<file path="src/rtl/phycfg_pkg.sv">
package phycfg_pkg;

   // Field positions used by the PHY (behavioural, decoded by the field map)
   localparam int FREQ_LSB     = 12;
   localparam int OTAP_EN_BIT  = 11;
   localparam int OTAP_SEL_LSB = 7;
   localparam int PDB_BIT      = 0;
   localparam int DLL_EN_BIT   = 1;
   localparam int DRV_LSB      = 4;
   localparam int CAL_BIT      = 6;
   localparam int RDY_BIT      = 5;

   // Which control words carry the decoded fields
   localparam int CLK_WORD     = 0;
   localparam int PWR_WORD     = 6;

   typedef enum logic [1:0] {
      FREQ_200 = 2'd0,
      FREQ_50  = 2'd1,
      FREQ_100 = 2'd2,
      FREQ_150 = 2'd3
   } freq_e;

   typedef enum logic [2:0] {
      DRV_50R  = 3'd0,
      DRV_33R  = 3'd1,
      DRV_66R  = 3'd2,
      DRV_100R = 3'd3,
      DRV_40R  = 3'd4
   } drv_e;

   typedef struct packed {
      freq_e      freq;
      logic       otap_en;
      logic [3:0] otap_sel;
      logic       pwr_on;
      logic       dll_en;
      drv_e       drv;
   } phy_fields_t;

endpackage

</file>
<file path="src/rtl/phycfg_mask_word.sv">
module phycfg_mask_word #(
   parameter int HALF_W = 16
) (
   input  logic                clk,
   input  logic                rst,
   input  logic                we,
   input  logic [2*HALF_W-1:0] wdata,
   output logic [HALF_W-1:0]   q
);
   logic [HALF_W-1:0] en_bits;
   logic [HALF_W-1:0] val_bits;

   assign en_bits  = wdata[2*HALF_W-1:HALF_W];
   assign val_bits = wdata[HALF_W-1:0];

   // one flop per bit, each gated by its own enable
   for (genvar b = 0; b < HALF_W; b++) begin : g_bit
      always_ff @(posedge clk) begin
         if (rst)
            q[b] <= 1'b0;
         else if (we && en_bits[b])
            q[b] <= val_bits[b];
      end
   end
endmodule

</file>
<file path="src/rtl/phycfg_addr_dec.sv">
module phycfg_addr_dec #(
   parameter int ADDR_W     = 8,
   parameter int NUM_CTRL   = 7,
   parameter int STATUS_OFS = 32
) (
   input  logic [ADDR_W-1:0]   addr,
   output logic [NUM_CTRL-1:0] ctrl_hit,
   output logic                stat_hit
);
   for (genvar i = 0; i < NUM_CTRL; i++) begin : g_hit
      localparam logic [ADDR_W-1:0] OFS = ADDR_W'(4 * i);
      assign ctrl_hit[i] = (addr == OFS);
   end

   assign stat_hit = (addr == ADDR_W'(STATUS_OFS));
endmodule

</file>
<file path="src/rtl/phycfg_field_map.sv">
module phycfg_field_map
   import phycfg_pkg::*;
#(
   parameter int NUM_CTRL = 7,
   parameter int HALF_W   = 16
) (
   input  logic [NUM_CTRL-1:0][HALF_W-1:0] words,
   output phy_fields_t                     fields
);
   logic [HALF_W-1:0] clk_w;
   logic [HALF_W-1:0] pwr_w;

   assign clk_w = words[CLK_WORD];
   assign pwr_w = words[PWR_WORD];

   always_comb begin
      fields.freq     = freq_e'(clk_w[FREQ_LSB +: 2]);
      fields.otap_en  = clk_w[OTAP_EN_BIT];
      fields.otap_sel = clk_w[OTAP_SEL_LSB +: 4];
      fields.pwr_on   = pwr_w[PDB_BIT];
      fields.dll_en   = pwr_w[DLL_EN_BIT];
      fields.drv      = drv_e'(pwr_w[DRV_LSB +: 3]);
   end
endmodule

</file>
<file path="src/rtl/phycfg_rd_path.sv">
module phycfg_rd_path
   import phycfg_pkg::*;
#(
   parameter int NUM_CTRL = 7,
   parameter int HALF_W   = 16,
   parameter bit RD_PIPE  = 1'b1
) (
   input  logic                            clk,
   input  logic                            rst,
   input  logic                            rd_valid,
   input  logic [NUM_CTRL-1:0]             ctrl_hit,
   input  logic                            stat_hit,
   input  logic [NUM_CTRL-1:0][HALF_W-1:0] words,
   input  logic [1:0]                      stat_q,
   output logic [2*HALF_W-1:0]             rd_data
);
   localparam int DW = 2 * HALF_W;

   logic [DW-1:0] sel_word;

   always_comb begin
      sel_word = '0;
      for (int i = 0; i < NUM_CTRL; i++)
         if (ctrl_hit[i])
            sel_word = {{HALF_W{1'b0}}, words[i]};
      if (stat_hit) begin
         sel_word[CAL_BIT] = stat_q[1];
         sel_word[RDY_BIT] = stat_q[0];
      end
   end

   if (RD_PIPE) begin : g_pipe
      always_ff @(posedge clk) begin
         if (rst)
            rd_data <= '0;
         else if (rd_valid)
            rd_data <= sel_word;
      end
   end else begin : g_comb
      assign rd_data = rd_valid ? sel_word : '0;
   end
endmodule

</file>
<file path="src/rtl/phycfg_regbank.sv">
module phycfg_regbank
   import phycfg_pkg::*;
#(
   parameter int ADDR_W     = 8,
   parameter int DATA_W     = 32,
   parameter int NUM_CTRL   = 7,
   parameter int STATUS_OFS = 32,
   parameter bit RD_PIPE    = 1'b1
) (
   input  logic              clk,
   input  logic              rst,
   input  logic              wr_valid,
   input  logic [ADDR_W-1:0] wr_addr,
   input  logic [DATA_W-1:0] wr_data,
   input  logic              rd_valid,
   input  logic [ADDR_W-1:0] rd_addr,
   output logic [DATA_W-1:0] rd_data,
   input  logic              cal_done_i,
   input  logic              dll_ready_i,
   output logic [1:0]        freq_sel,
   output logic              otap_en,
   output logic [3:0]        otap_sel,
   output logic              pwr_on,
   output logic              dll_en,
   output logic [2:0]        drv_sel
);
   localparam int HALF_W = DATA_W / 2;

   // elaboration-time parameter checks
   if (DATA_W % 2 != 0 || HALF_W < 16) begin : g_bad_width
      $error("DATA_W must be even and at least 32");
   end
   if (NUM_CTRL <= PWR_WORD) begin : g_bad_count
      $error("NUM_CTRL must cover the power word");
   end
   if (STATUS_OFS < 4 * NUM_CTRL || STATUS_OFS % 4 != 0) begin : g_bad_stat
      $error("STATUS_OFS must be word aligned and above the control words");
   end
   if (STATUS_OFS >= (1 << ADDR_W)) begin : g_bad_addr
      $error("ADDR_W too narrow for STATUS_OFS");
   end

   logic [NUM_CTRL-1:0]             wr_hit;
   logic                            wr_stat_unused;
   logic [NUM_CTRL-1:0]             rd_hit;
   logic                            rd_stat;
   logic [NUM_CTRL-1:0][HALF_W-1:0] words;
   logic [1:0]                      stat_q;
   phy_fields_t                     fields;

   phycfg_addr_dec #(
      .ADDR_W(ADDR_W), .NUM_CTRL(NUM_CTRL), .STATUS_OFS(STATUS_OFS)
   ) u_wdec (
      .addr(wr_addr), .ctrl_hit(wr_hit), .stat_hit(wr_stat_unused)
   );

   phycfg_addr_dec #(
      .ADDR_W(ADDR_W), .NUM_CTRL(NUM_CTRL), .STATUS_OFS(STATUS_OFS)
   ) u_rdec (
      .addr(rd_addr), .ctrl_hit(rd_hit), .stat_hit(rd_stat)
   );

   for (genvar i = 0; i < NUM_CTRL; i++) begin : g_word
      phycfg_mask_word #(.HALF_W(HALF_W)) u_word (
         .clk  (clk),
         .rst  (rst),
         .we   (wr_valid && wr_hit[i]),
         .wdata(wr_data),
         .q    (words[i])
      );
   end

   // PHY status levels, sampled every cycle
   always_ff @(posedge clk) stat_q <= {cal_done_i, dll_ready_i};

   phycfg_field_map #(.NUM_CTRL(NUM_CTRL), .HALF_W(HALF_W)) u_map (
      .words (words),
      .fields(fields)
   );

   phycfg_rd_path #(
      .NUM_CTRL(NUM_CTRL), .HALF_W(HALF_W), .RD_PIPE(RD_PIPE)
   ) u_rd (
      .clk     (clk),
      .rst     (rst),
      .rd_valid(rd_valid),
      .ctrl_hit(rd_hit),
      .stat_hit(rd_stat),
      .words   (words),
      .stat_q  (stat_q),
      .rd_data (rd_data)
   );

   assign freq_sel = fields.freq;
   assign otap_en  = fields.otap_en;
   assign otap_sel = fields.otap_sel;
   assign pwr_on   = fields.pwr_on;
   assign dll_en   = fields.dll_en;
   assign drv_sel  = fields.drv;
endmodule

</file>
<file path="config.mk">
export PLATFORM = sky130hd
export DESIGN_NAME = phycfg_regbank
export DESIGN_NICKNAME = d
export VERILOG_FILES = /design/src/rtl/phycfg_pkg.sv /design/src/rtl/phycfg_mask_word.sv /design/src/rtl/phycfg_addr_dec.sv /design/src/rtl/phycfg_field_map.sv /design/src/rtl/phycfg_rd_path.sv /design/src/rtl/phycfg_regbank.sv
export SDC_FILE = /design/constraint.sdc
export NUM_CORES = 1
export LEC_CHECK = 0
export BUFFER_PORTS_ARGS = -buffer_cell sky130_fd_sc_hd__buf_2
export CELL_PAD_IN_SITES_DETAIL_PLACEMENT = 1
export CELL_PAD_IN_SITES_GLOBAL_PLACEMENT = 2
export CORE_MARGIN = 10
export CORE_UTILIZATION = 39
export CTS_BUF_LIST = sky130_fd_sc_hd__clkbuf_4 sky130_fd_sc_hd__clkbuf_8
export CTS_CLUSTER_DIAMETER = 40
export DETAILED_ROUTE_END_ITERATION = 8
export GPL_ROUTABILITY_DRIVEN = 0
export GPL_TIMING_DRIVEN = 0
export HOLD_SLACK_MARGIN = 0.12
export PLACE_DENSITY_LB_ADDON = 0.1
export REMOVE_ABC_BUFFERS = 1
export SYNTH_ARGS = -nofsm -noshare
export SYNTH_HDL_FRONTEND = slang
export SYNTH_SLANG_ARGS = --single-unit
</file>
<file path="constraint.sdc">
create_clock -name clk -period 6.2 [get_ports clk]
set_input_delay 1.24 -clock clk [delete_from_list [all_inputs] [get_ports clk]]
set_output_delay 1.24 -clock clk [all_outputs]
set_load 0.01 [all_outputs]
</file>
==> Word level (Yosys, flattened, before mapping) <==
Index checks and enable logic that the tools add are counted.
{ "word_totals": {"in_bits": 54, "output_inout_bits": 44, "regBits": 146} }
{ "op_classes": {"muxes": 8, "n_reduce_logical": 121, "n_eq_ne": 13} }
{ "ops": {"columns": ["cell", "n"], "rows": [
  ["$logic_and A1 B1 Y1", 119],
  ["$mux W16", 7],
  ["$eq A8 B5 Y1 const B", 6],
  ["$eq A8 B4 Y1 const B", 4],
  ["$eq A8 B3 Y1 const B", 2],
  ["$logic_not A8 Y1", 2],
  ["$eq A8 B6 Y1 const B", 1],
  ["$mux W2", 1]
]} }

==> Logic depth before layout (Yosys ltp) <==
{ "depth": {"word_depth": 9, "mapped_depth": 7} }

==> Modules after synthesis <==
From an unflattened synthesis, not the netlist that was laid out.
{ "unflattened": {"cells_unflattened": 743, "area_unflattened_um2": 7116.8} }
{ "by_module_without_submodules": {"columns": ["module", "cells_per_inst", "area_per_inst_um2", "instances"], "rows": [
  ["phycfg_mask_word", 69, 716.9, 7],
  ["phycfg_rd_path", 209, 1711.6, 1],
  ["phycfg_addr_dec", 15, 106.4, 2],
  ["phycfg_field_map", 12, 90.1, 1],
  ["phycfg_regbank", 9, 83.8, 1]
]} }

==> Worst setup path before layout <==
No wires, ideal clock.
{ "synth_timing": {"kind": "input to register", "from": "input port wr_addr[0]", "to": "register g_word[3].u_word.q[0]", "slack_ps": 3354, "arrival_time_ps": 2714, "setup_time_ps": 132, "cell_stages": 6, "cell_sequence": "or4_4 buf_6 or4_4 buf_6 o21ai_1 a21oi_1"} }
{ "synth_between": {"elab_chain_cells": 3} }
{ "synth_rtl": {"columns": ["item", "line", "rtl"], "rows": [
  ["start: declaration", "phycfg_regbank.sv:13", "input logic [ADDR_W-1:0] wr_addr,"],
  ["$eq A8 B4 Y1", "phycfg_addr_dec.sv:12", "assign ctrl_hit[i] = (addr == OFS);"],
  ["$logic_and A1 B1 Y1", "phycfg_regbank.sv:67", ".we (wr_valid && wr_hit[i]),"],
  ["$logic_and A1 B1 Y1", "phycfg_mask_word.sv:21", "else if (we && en_bits[b])"],
  ["end signal: indexed assignment", "phycfg_mask_word.sv:22", "q[b] <= val_bits[b];"],
  ["end: declaration", "phycfg_mask_word.sv:8", "output logic [HALF_W-1:0] q"]
]} }
No other way between the ends.
A chain may end at the register's enable or synchronous reset.

==> Worst setup path after layout <==
{ "layout_timing": {"from": "input port rd_addr[2]", "to": "register u_rd.rd_data[5]"} }
{ "layout_between": {"elab_chain_cells": 9, "elab_cells_between_ends": 16, "classes_between": "eq/ne: 7; mux: 8; reduce/logical: 1"} }
{ "layout_rtl": {"columns": ["item", "line", "rtl"], "rows": [
  ["start: declaration", "phycfg_regbank.sv:16", "input logic [ADDR_W-1:0] rd_addr,"],
  ["$logic_not A8 Y1", "phycfg_addr_dec.sv:12", null],
  ["$mux W16 (7 in a row)", "phycfg_rd_path.sv:24", "if (ctrl_hit[i])"],
  ["$mux W2 (*)", "phycfg_rd_path.sv:26", "if (stat_hit) begin"],
  ["end signal: assignment", "phycfg_rd_path.sv:37", "rd_data <= sel_word;"],
  ["end: declaration", "phycfg_rd_path.sv:15", "output logic [2*HALF_W-1:0] rd_data"]
]} }
Mark *: on every way between the ends. The rest lies on a longest branch, timed or not.

==> metrics.md <==
| Metric | Value |
|---|---|
| Synth top area share | 36.8% |
| Warning count from the yosys run | 0 |
| Cell count after synthesis | 801 |
| Hold depth | 2 |
| Synth Area in XOR/XNOR | 0% |
| Mapped cell area | 0.00707 sq mm |
| Slew headroom | 16.0% |
| Max VDD drop | 132 uV |
| Flop pwr share | 50.3% |
| Final Slew Violations | 0 |
| Antenna violations before repair | 0 |
| Worst hold endpoint | g_word[4].u_word.q[11]$_SDFFE_PP0P_ |
| Sw Ratio | 26.4% |
| Number of vias in the routed layout | 6030 |
| CTS HTree Levels | 4 |
| Most common cell after layout, fill and taps aside | dfxtp_1 |
| Synth top area cells | dfxtp_1 (37%), mux2i_1 (16%), nand2b_1 (11%) |
| WL final | 23500 um |
| Unique masters post-synth | 39 |
| Post-Synth Adder-Cell Area | 0% |
| Register bit count reported by yosys | 130 |
| Die area | 0.0239 sq mm |
| RR Startpoint | g_word[3].u_word.q[5]$_SDFFE_PP0P_ |
| Fin cells | 1077 |
| CTS Buffer Depth | 2 |
| Tmin final | 3.42 ns |
| Vias per cell | 5.60 |
| Congestion Overflow GR | 0 |
| DP HPWL | 15400 um |
| CTS root buffer | clkbuf_8 |
| Largest family of logic cells by synthesized area | simple AND/OR/NAND/NOR gates |
| # diodes | 0 |
| Design Power | 1.67 mW |
| Seq/Total Area, Yosys | 36.8% |
| WL/cell | 21.8 um |
| Internal cell power | 1.23 mW |
| Hold Crit Start | g_word[4].u_word.q[11]$_SDFFE_PP0P_ |
| Most frequent cells in the layout | dfxtp_1 (130), nand2b_1 (126), mux2i_1 (116), nand2_1 (103), buf_2 (80) |
| Antenna viol nets, final | 0 |
| CTS sink count | 130 |
| Outcome | finished clean |
| Core area | 0.0179 sq mm |
| R2R Setup Slk | 4.86 ns |
| Rows | 49 |
| Critical path type | input pin to flop |
| Post-CTS sizing | 0 |
| Overall Global Routing Usage | 19.3% |
| Worst reg2reg path endpoint | u_rd.rd_data[5]$_SDFFE_PP0P_ |
| Max Fanout on Critical Path | 44 |
| Area delta synth->final | 11.3% |
| Initial Utilization | 39.5% |
| Hold_buf cts | 0 |
| Startpoint types | input pin |
| Req. time, crit path | 6.57 ns |
| Port Buffer Count | 81 |
| First-pass GRT wire length | 36500 um |
| Final nets | 891 |
| Fraction of layout cells with a size suffix above 1 | 17.2% |
| Comb power frac | 9.5% |
| Setup TNS | 0 ns |
| CTS tree | done |
| Post-Synth Simple-Gate Area | 25.1% |
| Number of remaining DRC errors | 0 |
| Max Cap Viol | 0 |
| Number of global-route vias before repair | 6548 |
| Clk pwr share | 40.2% |
| Post-synthesis mux area share | 16.4% |
| Avg Synthesized Cell Area | 8.83 sq um |
| Endpoints failing hold | 0 |
| Setup Skew | 0.00938 ns |
| IO Pins | 98 |
| Worst EP arrival | 3.79 ns |
| P per Cell Area | 212 mW/mm^2 |
| Final Cycle Share | 55.2% |
| DR pass1 iterations | 5 |
| Reg2reg path depth | 4 |
| Die Span Y | 155 um |
| Clock slew at reported path FFs | 0.08 ns |
| Synth Area in Compound Gates | 13.5% |
| Max Clk Rate | 0.292 GHz |
| Type of the worst min-delay path | flop to flop |
| Clk_lat worst skew | 0.45 ns |
| Detailed Route Iter0 Violations | 351 |
| Post-CTS Setup Bufs | 0 |
| Largest net degree at the start of global routing | 108 |
| Setup crit end kind | flop |
| # setup viols final | 0 |
| Psw | 0.440 mW |
| Lkg Pwr | 3.44 nW |
| Die Wd | 155 um |
| RSZ-0062 raised after global routing | false |
| Inst Count DP | 1046 |
| Leading area contributor after synthesis | dfxtp_1 |
| Tightest Pin Transition | 1.26 ns |
| Inserted Clock Buffers | 17 |
[stage by stage]
step	util [%]	hold slack (ns)	worst slack, ns	instance area, sq um
final	44.0	0.474	2.78	7870
after global routing	44.0	0.495	2.66	7870
after CTS	43.9	0.480	2.82	7860
after detailed placement	41.9	0.470	2.33	7500
after global placement	40.7	0.458	1.21	7290
after floorplan	-	0.437	3.16	6600
[cell type report]
type	count	area, sq um
well taps	229	287
clock inverters	5	27.5
multi-input cells	581	3980
fillers	2113	10000
inverters	12	45.0
repair buffers	95	609
flip-flops and latches	130	2600
clock buffers	25	325
[metal layers]
metal / vias to the layer above / GRT usage (%) / wire length, um / share of wire [%]
met3: 30 / 3.97 / 876 / 3.7
met2: 138 / 33.2 / 11700 / 50
met1: 3035 / 23.0 / 10400 / 44
met5: - / 0 / 0 / 0
met4: 0 / 6.97 / 470 / 2.0
li1: 2827 / - / - / -
[cells by family after synthesis]
family          Yosys count
simple gates            313
compound gates          136
flops                   130
mux                     116
buf+inv                 105
other cells               1
[worst max path at each step]
| stage | from | endpoint | slack (ns) | depth (start not counted) |
|---|---|---|---|---|
| after floorplan | rd_addr[7] | u_rd.rd_data[3]$_SDFFE_PP0P_ | 3.16 | 4 |
| after global placement | rd_addr[1] | u_rd.rd_data[3]$_SDFFE_PP0P_ | 1.21 | 5 |
| after detailed placement | rd_addr[2] | u_rd.rd_data[5]$_SDFFE_PP0P_ | 2.33 | 6 |
| after CTS | rd_addr[2] | u_rd.rd_data[5]$_SDFFE_PP0P_ | 2.82 | 6 |
| after global routing | rd_valid | u_rd.rd_data[3]$_SDFFE_PP0P_ | 2.66 | 5 |
| final | rd_addr[2] | u_rd.rd_data[5]$_SDFFE_PP0P_ | 2.78 | 6 |
[cells in the mapped netlist, drive strengths merged]
master / count
dfxtp: 130
nand2b: 127
mux2i: 116
nand2: 105
buf: 52
clkbuf: 41
nor3: 30
o22ai: 30
o21ai: 26
nor2b: 19
a221oi: 14
a22oi: 14
o22a: 14
o2bb2ai: 14
a21oi: 12
inv: 11
nand3: 10
nor4: 10
a21o: 4
nor2: 3
or2: 3
or4: 3
a221o: 2
a311oi: 2
nand3b: 2
o21bai: 2
o311ai: 2
and4b: 1
clkinv: 1
conb: 1
[sequential cells by signal (all words and copies together) (netlist names)]
signal / cells
stat_q: 2
g_word.u_word.q: 112
u_rd.rd_data: 16
[worst max-delay path, cell delays in order]
cell,delay (ns)
buf_2,0.91
nand2b_2,0.62
buf_12,0.26
o22ai_1,0.12
a221o_1,0.35
a311oi_1,0.25
[power by group through the flow]
stage	sequential (mW)	clock, mW	combinational [mW]
2_1_floorplan	0.857	0	0.0675
6_report	0.838	0.670	0.159
3_5_place_dp	0.857	0	0.158
3_3_place_gp	0.857	0	0.150
4_1_cts	0.838	0.686	0.159
5_1_grt	0.837	0.721	0.172
Note: power is estimated with default switching activity, not from simulation.
